==> src/rtl/ssi_pkg.sv <==
package ssi_pkg;

   typedef enum logic [1:0] {
      ST_IDLE = 2'd0,
      ST_LOW  = 2'd1,
      ST_HIGH = 2'd2,
      ST_GAP  = 2'd3
   } ssi_state_e;

endpackage

==> src/rtl/ssi_timer.sv <==
module ssi_timer #(
   parameter int W = 16
) (
   input  logic         clk,
   input  logic         rst_n,
   input  logic         load,
   input  logic [W-1:0] load_val,
   output logic         zero
);

   logic [W-1:0] cnt_q;

   always_ff @(posedge clk or negedge rst_n) begin
      if (!rst_n) begin
         cnt_q <= '0;
      end else if (load) begin
         cnt_q <= load_val;
      end else if (cnt_q != '0) begin
         cnt_q <= cnt_q - W'(1);
      end
   end

   assign zero = (cnt_q == '0);

endmodule

==> src/rtl/ssi_shreg.sv <==
module ssi_shreg #(
   parameter int N = 24
) (
   input  logic         clk,
   input  logic         rst_n,
   input  logic         clear,
   input  logic         shift,
   input  logic         din,
   output logic [N-1:0] q
);

   always_ff @(posedge clk or negedge rst_n) begin
      if (!rst_n) begin
         q <= '0;
      end else if (clear) begin
         q <= '0;
      end else if (shift) begin
         q <= {q[N-2:0], din};
      end
   end

endmodule

==> src/rtl/ssi_decode.sv <==
module ssi_decode #(
   parameter int N       = 24,
   parameter int OUT_W   = 32,
   parameter int GRAY_EN = 1
) (
   input  logic             gray_sel,
   input  logic [N-1:0]     raw,
   output logic [OUT_W-1:0] word
);

   if (GRAY_EN != 0) begin : g_gray
      logic [N-1:0] bin;
      assign bin[N-1] = raw[N-1];
      for (genvar i = 0; i < N - 1; i++) begin : g_pfx
         assign bin[i] = bin[i+1] ^ raw[i];
      end
      always_comb begin
         word        = '0;
         word[N-1:0] = gray_sel ? bin : raw;
      end
   end else begin : g_bin
      always_comb begin
         word        = '0;
         word[N-1:0] = raw;
      end
   end

endmodule

==> src/rtl/ssi_master.sv <==
module ssi_master #(
   parameter int MAX_BITS = 24,
   parameter int WORD_W   = 16,
   parameter int DIV_W    = 16,
   parameter int GAP_W    = 16,
   parameter int GRAY_EN  = 1
) (
   input  logic                           clk,
   input  logic                           rst_n,
   input  logic                           start,
   input  logic                           free_run,
   input  logic                           gray_sel,
   input  logic [$clog2(MAX_BITS+1)-1:0]  frame_len,
   input  logic [DIV_W-1:0]               half_div,
   input  logic [GAP_W-1:0]               gap_ticks,
   input  logic                           sdata_in,
   output logic                           sclk_out,
   output logic [WORD_W-1:0]              pos_lo,
   output logic [WORD_W-1:0]              pos_hi,
   output logic                           pos_valid
);
   import ssi_pkg::*;

   localparam int OUT_W = 2 * WORD_W;
   localparam int LEN_W = $clog2(MAX_BITS + 1);
   localparam int CNT_W = (DIV_W > GAP_W) ? DIV_W : GAP_W;

   if (MAX_BITS < 2 || MAX_BITS > OUT_W) begin : g_bad_bits
      $error("ssi_master: MAX_BITS must lie between 2 and 2*WORD_W");
   end
   if (DIV_W < 1 || GAP_W < 1) begin : g_bad_cnt
      $error("ssi_master: DIV_W and GAP_W must be at least 1");
   end
   if (GRAY_EN != 0 && GRAY_EN != 1) begin : g_bad_gray
      $error("ssi_master: GRAY_EN must be 0 or 1");
   end

   ssi_state_e           state_q;
   logic                 sclk_q;
   logic [LEN_W-1:0]     bits_left_q;
   logic [DIV_W-1:0]     cfg_half_q;
   logic [GAP_W-1:0]     cfg_gap_q;
   logic                 cfg_gray_q;
   logic                 done_q;
   logic [OUT_W-1:0]     pos_q;
   logic                 valid_q;

   logic                 req;
   logic [DIV_W-1:0]     half_eff;
   logic [LEN_W-1:0]     len_eff;
   logic                 tmr_load;
   logic [CNT_W-1:0]     tmr_val;
   logic                 tmr_zero;
   logic                 sh_clear;
   logic                 sh_shift;
   logic [MAX_BITS-1:0]  raw_word;
   logic [OUT_W-1:0]     dec_word;

   assign req      = start | free_run;
   assign half_eff = (half_div == '0) ? DIV_W'(1) : half_div;
   assign len_eff  = (frame_len == '0 || frame_len > LEN_W'(MAX_BITS)) ?
                     LEN_W'(MAX_BITS) : frame_len;

   // phase timer control and shift strobes
   always_comb begin
      tmr_load = 1'b0;
      tmr_val  = '0;
      sh_clear = 1'b0;
      sh_shift = 1'b0;
      case (state_q)
         ST_IDLE: begin
            if (req) begin
               tmr_load = 1'b1;
               tmr_val  = CNT_W'(half_eff - DIV_W'(1));
               sh_clear = 1'b1;
            end
         end
         ST_LOW: begin
            if (tmr_zero) begin
               tmr_load = 1'b1;
               tmr_val  = CNT_W'(cfg_half_q - DIV_W'(1));
               sh_shift = 1'b1;
            end
         end
         ST_HIGH: begin
            if (tmr_zero) begin
               tmr_load = 1'b1;
               tmr_val  = (bits_left_q == '0) ? CNT_W'(cfg_gap_q) :
                          CNT_W'(cfg_half_q - DIV_W'(1));
            end
         end
         default: begin
         end
      endcase
   end

   // frame sequencer
   always_ff @(posedge clk or negedge rst_n) begin
      if (!rst_n) begin
         state_q     <= ST_IDLE;
         sclk_q      <= 1'b1;
         bits_left_q <= '0;
         cfg_half_q  <= DIV_W'(1);
         cfg_gap_q   <= '0;
         cfg_gray_q  <= 1'b0;
         done_q      <= 1'b0;
      end else begin
         done_q <= (state_q == ST_LOW) && tmr_zero && (bits_left_q == LEN_W'(1));
         case (state_q)
            ST_IDLE: begin
               if (req) begin
                  state_q     <= ST_LOW;
                  sclk_q      <= 1'b0;
                  bits_left_q <= len_eff;
                  cfg_half_q  <= half_eff;
                  cfg_gap_q   <= gap_ticks;
                  cfg_gray_q  <= gray_sel;
               end
            end
            ST_LOW: begin
               if (tmr_zero) begin
                  state_q     <= ST_HIGH;
                  sclk_q      <= 1'b1;
                  bits_left_q <= bits_left_q - LEN_W'(1);
               end
            end
            ST_HIGH: begin
               if (tmr_zero) begin
                  if (bits_left_q == '0) begin
                     state_q <= ST_GAP;
                  end else begin
                     state_q <= ST_LOW;
                     sclk_q  <= 1'b0;
                  end
               end
            end
            ST_GAP: begin
               if (tmr_zero) begin
                  state_q <= ST_IDLE;
               end
            end
            default: state_q <= ST_IDLE;
         endcase
      end
   end

   // result register and strobe
   always_ff @(posedge clk or negedge rst_n) begin
      if (!rst_n) begin
         pos_q   <= '0;
         valid_q <= 1'b0;
      end else begin
         valid_q <= done_q;
         if (done_q) begin
            pos_q <= dec_word;
         end
      end
   end

   ssi_timer #(.W(CNT_W)) u_timer (
      .clk      (clk),
      .rst_n    (rst_n),
      .load     (tmr_load),
      .load_val (tmr_val),
      .zero     (tmr_zero)
   );

   ssi_shreg #(.N(MAX_BITS)) u_shreg (
      .clk   (clk),
      .rst_n (rst_n),
      .clear (sh_clear),
      .shift (sh_shift),
      .din   (sdata_in),
      .q     (raw_word)
   );

   ssi_decode #(.N(MAX_BITS), .OUT_W(OUT_W), .GRAY_EN(GRAY_EN)) u_decode (
      .gray_sel (cfg_gray_q),
      .raw      (raw_word),
      .word     (dec_word)
   );

   assign sclk_out  = sclk_q;
   assign pos_lo    = pos_q[WORD_W-1:0];
   assign pos_hi    = pos_q[OUT_W-1:WORD_W];
   assign pos_valid = valid_q;

endmodule

==> config.mk <==
export PLATFORM = sky130hd
export DESIGN_NAME = ssi_master
export DESIGN_NICKNAME = d
export VERILOG_FILES = /design/src/rtl/ssi_pkg.sv /design/src/rtl/ssi_timer.sv /design/src/rtl/ssi_shreg.sv /design/src/rtl/ssi_decode.sv /design/src/rtl/ssi_master.sv
export SDC_FILE = /design/constraint.sdc
export NUM_CORES = 1
export LEC_CHECK = 0
export ABC_AREA = 1
export CELL_PAD_IN_SITES_DETAIL_PLACEMENT = 2
export CELL_PAD_IN_SITES_GLOBAL_PLACEMENT = 2
export CORE_UTILIZATION = 31
export DETAILED_ROUTE_END_ITERATION = 8
export PLACE_DENSITY = 0.85
export SLEW_MARGIN = 20
export SYNTH_ARGS = -nofsm -noshare
export SYNTH_HDL_FRONTEND = slang
export SYNTH_SLANG_ARGS = --single-unit
==> constraint.sdc <==
create_clock -name clk -period 5.35 [get_ports clk]
set_input_delay 1.07 -clock clk [delete_from_list [all_inputs] [get_ports clk]]
set_output_delay 1.07 -clock clk [all_outputs]
set_load 0.03 [all_outputs]
# ---- Word level (Yosys, flattened, before mapping)
# Cells that the tools add are included.
dict set report totals {
  register_bits 107
  inputBits 43
  output_inout_bits 34
  wordCells 98
}
dict set report classes {
  n_addsub 4
  magnitude_cmp 1
  eq_ne 9
  n_mux 31
  bitwise_logic 24
  reduce_logical 18
}
# operator count
set ops {}
lappend ops {{$mux W16} 7}
lappend ops {{$mux W24} 2}
lappend ops {{$pmux W16 S3} 1}
lappend ops {{$sub A16 B1 Y16 const B} 3}
lappend ops {{$logic_not A16 Y1} 2}
lappend ops {{$mux W23} 1}
lappend ops {{$xor A1 B1 Y1} 23}
lappend ops {{$reduce_bool A16 Y1} 1}
lappend ops {{$mux W5} 3}
lappend ops {{$logic_not A5 Y1} 2}
lappend ops {{$mux W2} 5}
lappend ops {{$ne A2 B2 Y1 const B} 5}
lappend ops {{$pmux W5 S2} 1}
lappend ops {{$mux W1} 8}
lappend ops {{$pmux W2 S4} 1}
lappend ops {{$reduce_bool A2 Y1} 3}
lappend ops {{$eq A5 B1 Y1 const B} 1}
lappend ops {{$gt A5 B5 Y1 const B} 1}
lappend ops {{$reduce_and A5 Y1} 1}
lappend ops {{$sub A5 B1 Y5 const B} 1}
lappend ops {{$eq A2 B2 Y1 const B} 2}
lappend ops {{$reduce_and A4 Y1} 1}
lappend ops {{$pmux W1 S3} 1}
lappend ops {{$reduce_and A3 Y1} 1}
lappend ops {{other kinds (9)} 10}

# ---- Logic depth before layout (Yosys ltp)
dict set report depth {
  word_depth 24
  mapped_depth 33
  ltp_nobuf 33
}

# ---- By module
# A second synthesis with hierarchy kept.
dict set report hier_totals {
  hier_cells 922
  hier_area_um2 7086.8
}
# module instances cells_per_inst area_each_um2 seq_area_each_um2
set modules_own_cells {}
lappend modules_own_cells {ssi_master 1 516 4280.4 1879.3}
lappend modules_own_cells {ssi_timer 1 168 1118.6 400.4}
lappend modules_own_cells {ssi_shreg 1 105 969.7 600.6}
lappend modules_own_cells {ssi_decode 1 133 718.2 0.0}

# ---- Worst setup path before layout
# OpenSTA, ideal clock, no wires.
dict set report synth_path {
  path_type {input port to flip-flop}
  start {input port half_div[12]}
  end {register u_timer.cnt_q[14]}
  setup_ns 0.104
  t_arrival_ns 2.930
  required_time_ns 5.246
  setup_slack_ns 2.316
  cell_stages 16
  path_buffers 0
  cell_sequence {nor2_1 > nand2_1 > nor4_1 > nand3_1 > inv_1 > nor2_1 > ha_1 > nand2_1 > nor2_1 > inv_1 > nor4_1 > nand2_1 > nor3_1 > a31oi_1 > o221a_2 > a221oi_1}
}
dict set report synth_between {
  elab_chain_cells 6
}
# element line
set synth_rtl {}
lappend synth_rtl {{from (decl)} ssi_master.sv:14} ;# input logic [DIV_W-1:0] half_div,
lappend synth_rtl {{$logic_not A16 Y1} ssi_master.sv:60} ;# assign half_eff = (half_div == '0) ? DIV_W'(1) : half_div;
lappend synth_rtl {{$mux W16 *} ssi_master.sv:60}
lappend synth_rtl {{$sub A16 B1 Y16 *} ssi_master.sv:74} ;# tmr_val = CNT_W'(half_eff - DIV_W'(1));
lappend synth_rtl {{$mux W16 *} ssi_master.sv:72} ;# if (req) begin
lappend synth_rtl {{$pmux W16 S3 *} ssi_master.sv:70} ;# case (state_q)
lappend synth_rtl {{$mux W16 *} ssi_timer.sv:16} ;# end else if (load) begin
lappend synth_rtl {{to (signal assigned)} ssi_timer.sv:17} ;# cnt_q <= load_val;
lappend synth_rtl {{to (signal assigned)} ssi_timer.sv:19} ;# cnt_q <= cnt_q - W'(1);
lappend synth_rtl {{to (decl)} ssi_timer.sv:11} ;# logic [W-1:0] cnt_q;
# Every way passes the cells marked *; elsewhere a longest branch is shown, timed or not.
# A chain may end at the register's enable or synchronous reset.

# ---- Worst setup path in the final report
# Ends and elaborated chain as after synthesis.

==> reports/qor.yml <==
status: "finished, final reports clean"
min_period_ns: 3.79
worstSkewPairLatency_ns: 0.36
worst_slew_pin_slew_ns: 1.06
synth_largest_area_cell: "dfrtp_1"
endpoint: "u_timer.cnt_q[14]"
dr.pass1.iters: 4
start_util_pct: 31.7
yosysSeqAreaShare_pct: 43.5
met3_usage_pct: 3.39
core_sq_um: 19500
cts.sinks: 107
finalClockSkew_ns: 0.00978
final_cells: 1120
final.setup.tns_ns: 0
r2r-end: "pos_q[0]"
worst-path-buf-inv: 3
cp-startpoint: "half_div[12]"
wl_mm: 19.4
peakVddDrop_uv: 179
required_ns: 5.60
async_reset_ff_share_pct: 100
yosysTopAreaCellShare_pct: 42.6
num_vias: 5673
cp-start-kind: "input pin"
drc_errors: 0
ant_nets: 0
root_buffer: "clkbuf_16"
grt_remaining_overflow: 0
ios: 77
setup_viol: 0
ys_seq_elements: 107
syn2layout_area_growth_pct: 19.5
yosys_warnings: 0
wl_per_cell_um: 17.3
cts_resized: 0
p_leak_uw: 0.00330
powerDensity_nw_per_um2: 414
fp.dieH_um: 143
cts_buffer_depth: 2
cp_slowest_stage_delay_ns: 0.59
antenna_found_initial: 0
clkTransAtPathRegs_ns: 0.07
worst_setup_path_end_kind: "flip-flop"
synthFlopType: "dfrtp_1"
drt_iter0_drc: 180
n_fill_cell: 2282
fp-row-count: 51
cp_top_family: "simple AND/OR/NAND/NOR gates"
r2r_start: "u_shreg.q[20]"
synth_edf_count: 0
cts_setup_buffers: 0
synth_area_sq_um: 6170
synthDistinctLibCells: 39
place_inst: 1104
track_usage_pct: 20.2
dieWidth_um: 143
cts_buffers: 9
grt_use_met2_pct: 38.3
cp.depth: 17
use_met1_pct: 23.2
holdBufCountCts: 0
path_cells: "clkdlybuf4s50_1 -> nor2_1 -> nand2_1 -> nor4_1 -> nand3_1 -> inv_1 -> nor2_1 -> ha_1 -> nand2_1 -> nor2_1 -> inv_1 -> nor4_1 -> nand2_1 -> nor3_1 -> a31oi_1 -> o221a_2 -> a221oi_1"
r2r_cells: 30
n_antenna_cell: 0
rsz0062_at_grt: "false"
cts_max_level: 3
max_clock_freq_mhz: 264
regToRegSetupSlack_ns: 1.70
nNetsFinal: 903
netlist_instances: 792
cp_max_fo: 5
drt-vias-per-instance: 5.07
io_buffers: 68
crit_type: "input pin to flip-flop"
drive_gt1_share_pct: 7.13
grt_pass1_wl_mm: 31.9
avgSynthCellArea_sq_um: 7.79
synth_area_leaders: "dfrtp_1 43%, nand2_1 10%, o21ai_0 5.6%, nand3_1 5.0%, inv_1 4.9%"
timing.final.crit_share_pct: 70.9
place_hpwl_mm: 14.5
grt_max_degree: 78
maxCapViolCount: 0
slew_headroom_pct: 29.5
fp.dieArea_sq_um: 20500
final_hold_viol_count: 0
slowest_stage: "clkdlybuf4s50_1"
slew_violations: 0
arrival_ns: 4.04
hp-class: "flip-flop to flip-flop"
gp_congestion: 0.831
grt_pass1_vias: 6179
top_usage_layer: "met2"
tritoncts: "done"
how the worst min path moves through the flow:
stage                          endpoint          start  depth (start not counted)
after floorplan           cfg_gap_q[15]  cfg_gap_q[15]                          2
after global placement     cfg_gap_q[2]   cfg_gap_q[2]                          2
after detailed placement   cfg_gap_q[3]   cfg_gap_q[3]                          2
after CTS                  cfg_gap_q[3]   cfg_gap_q[3]                          2
after global routing       cfg_gap_q[4]   cfg_gap_q[4]                          2
final                      cfg_gap_q[3]   cfg_gap_q[3]                          2
sequential cells by signal, summed over array words and instances (netlist names):
name,cells
cfg_gap_q,16
pos_valid,1
state_q,2
bits_left_q,5
cfg_half_q,16
u_timer.cnt_q,16
cfg_gray_q,1
u_shreg.q,24
sclk_out,1
pos_q,24
done_q,1
layout make-up:
class / instances / area [sq um] / share of cell area [%]
Timing Repair Buffer: 72 / 712 / 9.67
Sequential cell: 107 / 2680 / 36.4
Clock inverter: 6 / 48.8 / 0.662
Clock buffer: 10 / 239 / 3.24
Inverter: 85 / 319 / 4.33
Multi-Input combinational cell: 575 / 3040 / 41.2
Tap cell: 265 / 332 / 4.50
where the power goes:
part | leakage (uW) | internal (uW) | switching, uW
logic | 0.00178 | 396 | 758
registers | 0.00139 | 1030 | 207
clock network | 0.000137 | 333 | 326
layout by cell type (no fill, tap or decap), types with 2 or more instances in the layout:
cell type / instances
or2_2: 2
o22ai_1: 27
o211ai_1: 9
nor4_1: 7
clkinv_4: 2
ha_1: 10
inv_1: 81
dfstp_2: 2
a21oi_1: 41
xnor2_1: 7
nor2_1: 66
clkinvlp_4: 2
conb_1: 8
nand2_1: 169
nor3_1: 13
clkdlybuf4s50_1: 67
a221oi_1: 3
nand3_1: 61
clkinv_1: 2
o221ai_1: 9
xor2_1: 27
buf_4: 4
clkbuf_16: 9
nand2_2: 13
nand3_2: 18
o21ai_0: 69
inv_2: 2
a31oi_1: 5
dfrtp_1: 105
stage by stage:
stage	instance area [sq um]	setup WS [ns]	power (uW)	utilization, %	hold WS, ns
after CTS	7360	1.57	3090	37.8	0.480
after global routing	7370	1.23	3280	37.8	0.503
final	7370	1.56	3050	37.8	0.475
after floorplan	6190	2.32	1990	-	0.437
after detailed placement	7070	1.19	2410	36.3	0.463
after global placement	7070	1.40	2330	36.3	0.457
kinds of logic after synthesis:
group	synth area share (%)
simple gates	25.8
compound gates	16.0
buf+inv	7.77
flops	43.5
xor+xnor	4.83
fa+ha+maj	2.03
other cells	0.0608
worst register-to-register path, delay by kind of cell, from the launching register on:
family | cells | cell delay (ns)
buf+inv | 1 | 0.04
flops | 1 | 0.43
simple gates | 29 | 3.04
synthesized netlist by cell type (all sizes together) (10+ instances only):
library cell	instances
a21oi	41
buf	13
clkbuf	19
dfrtp	105
ha	10
inv	83
nand2	183
nand3	79
nor2	67
nor3	13
o21ai	70
o22ai	27
xor2	27
metal layers:
metal	up-vias	part of all wire, %
met4	0	1.5
li1	2750	-
met1	2820	44
met3	19	2.5
met5	-	0
met2	84	52
Note: power is estimated with default switching activity, not from simulation.
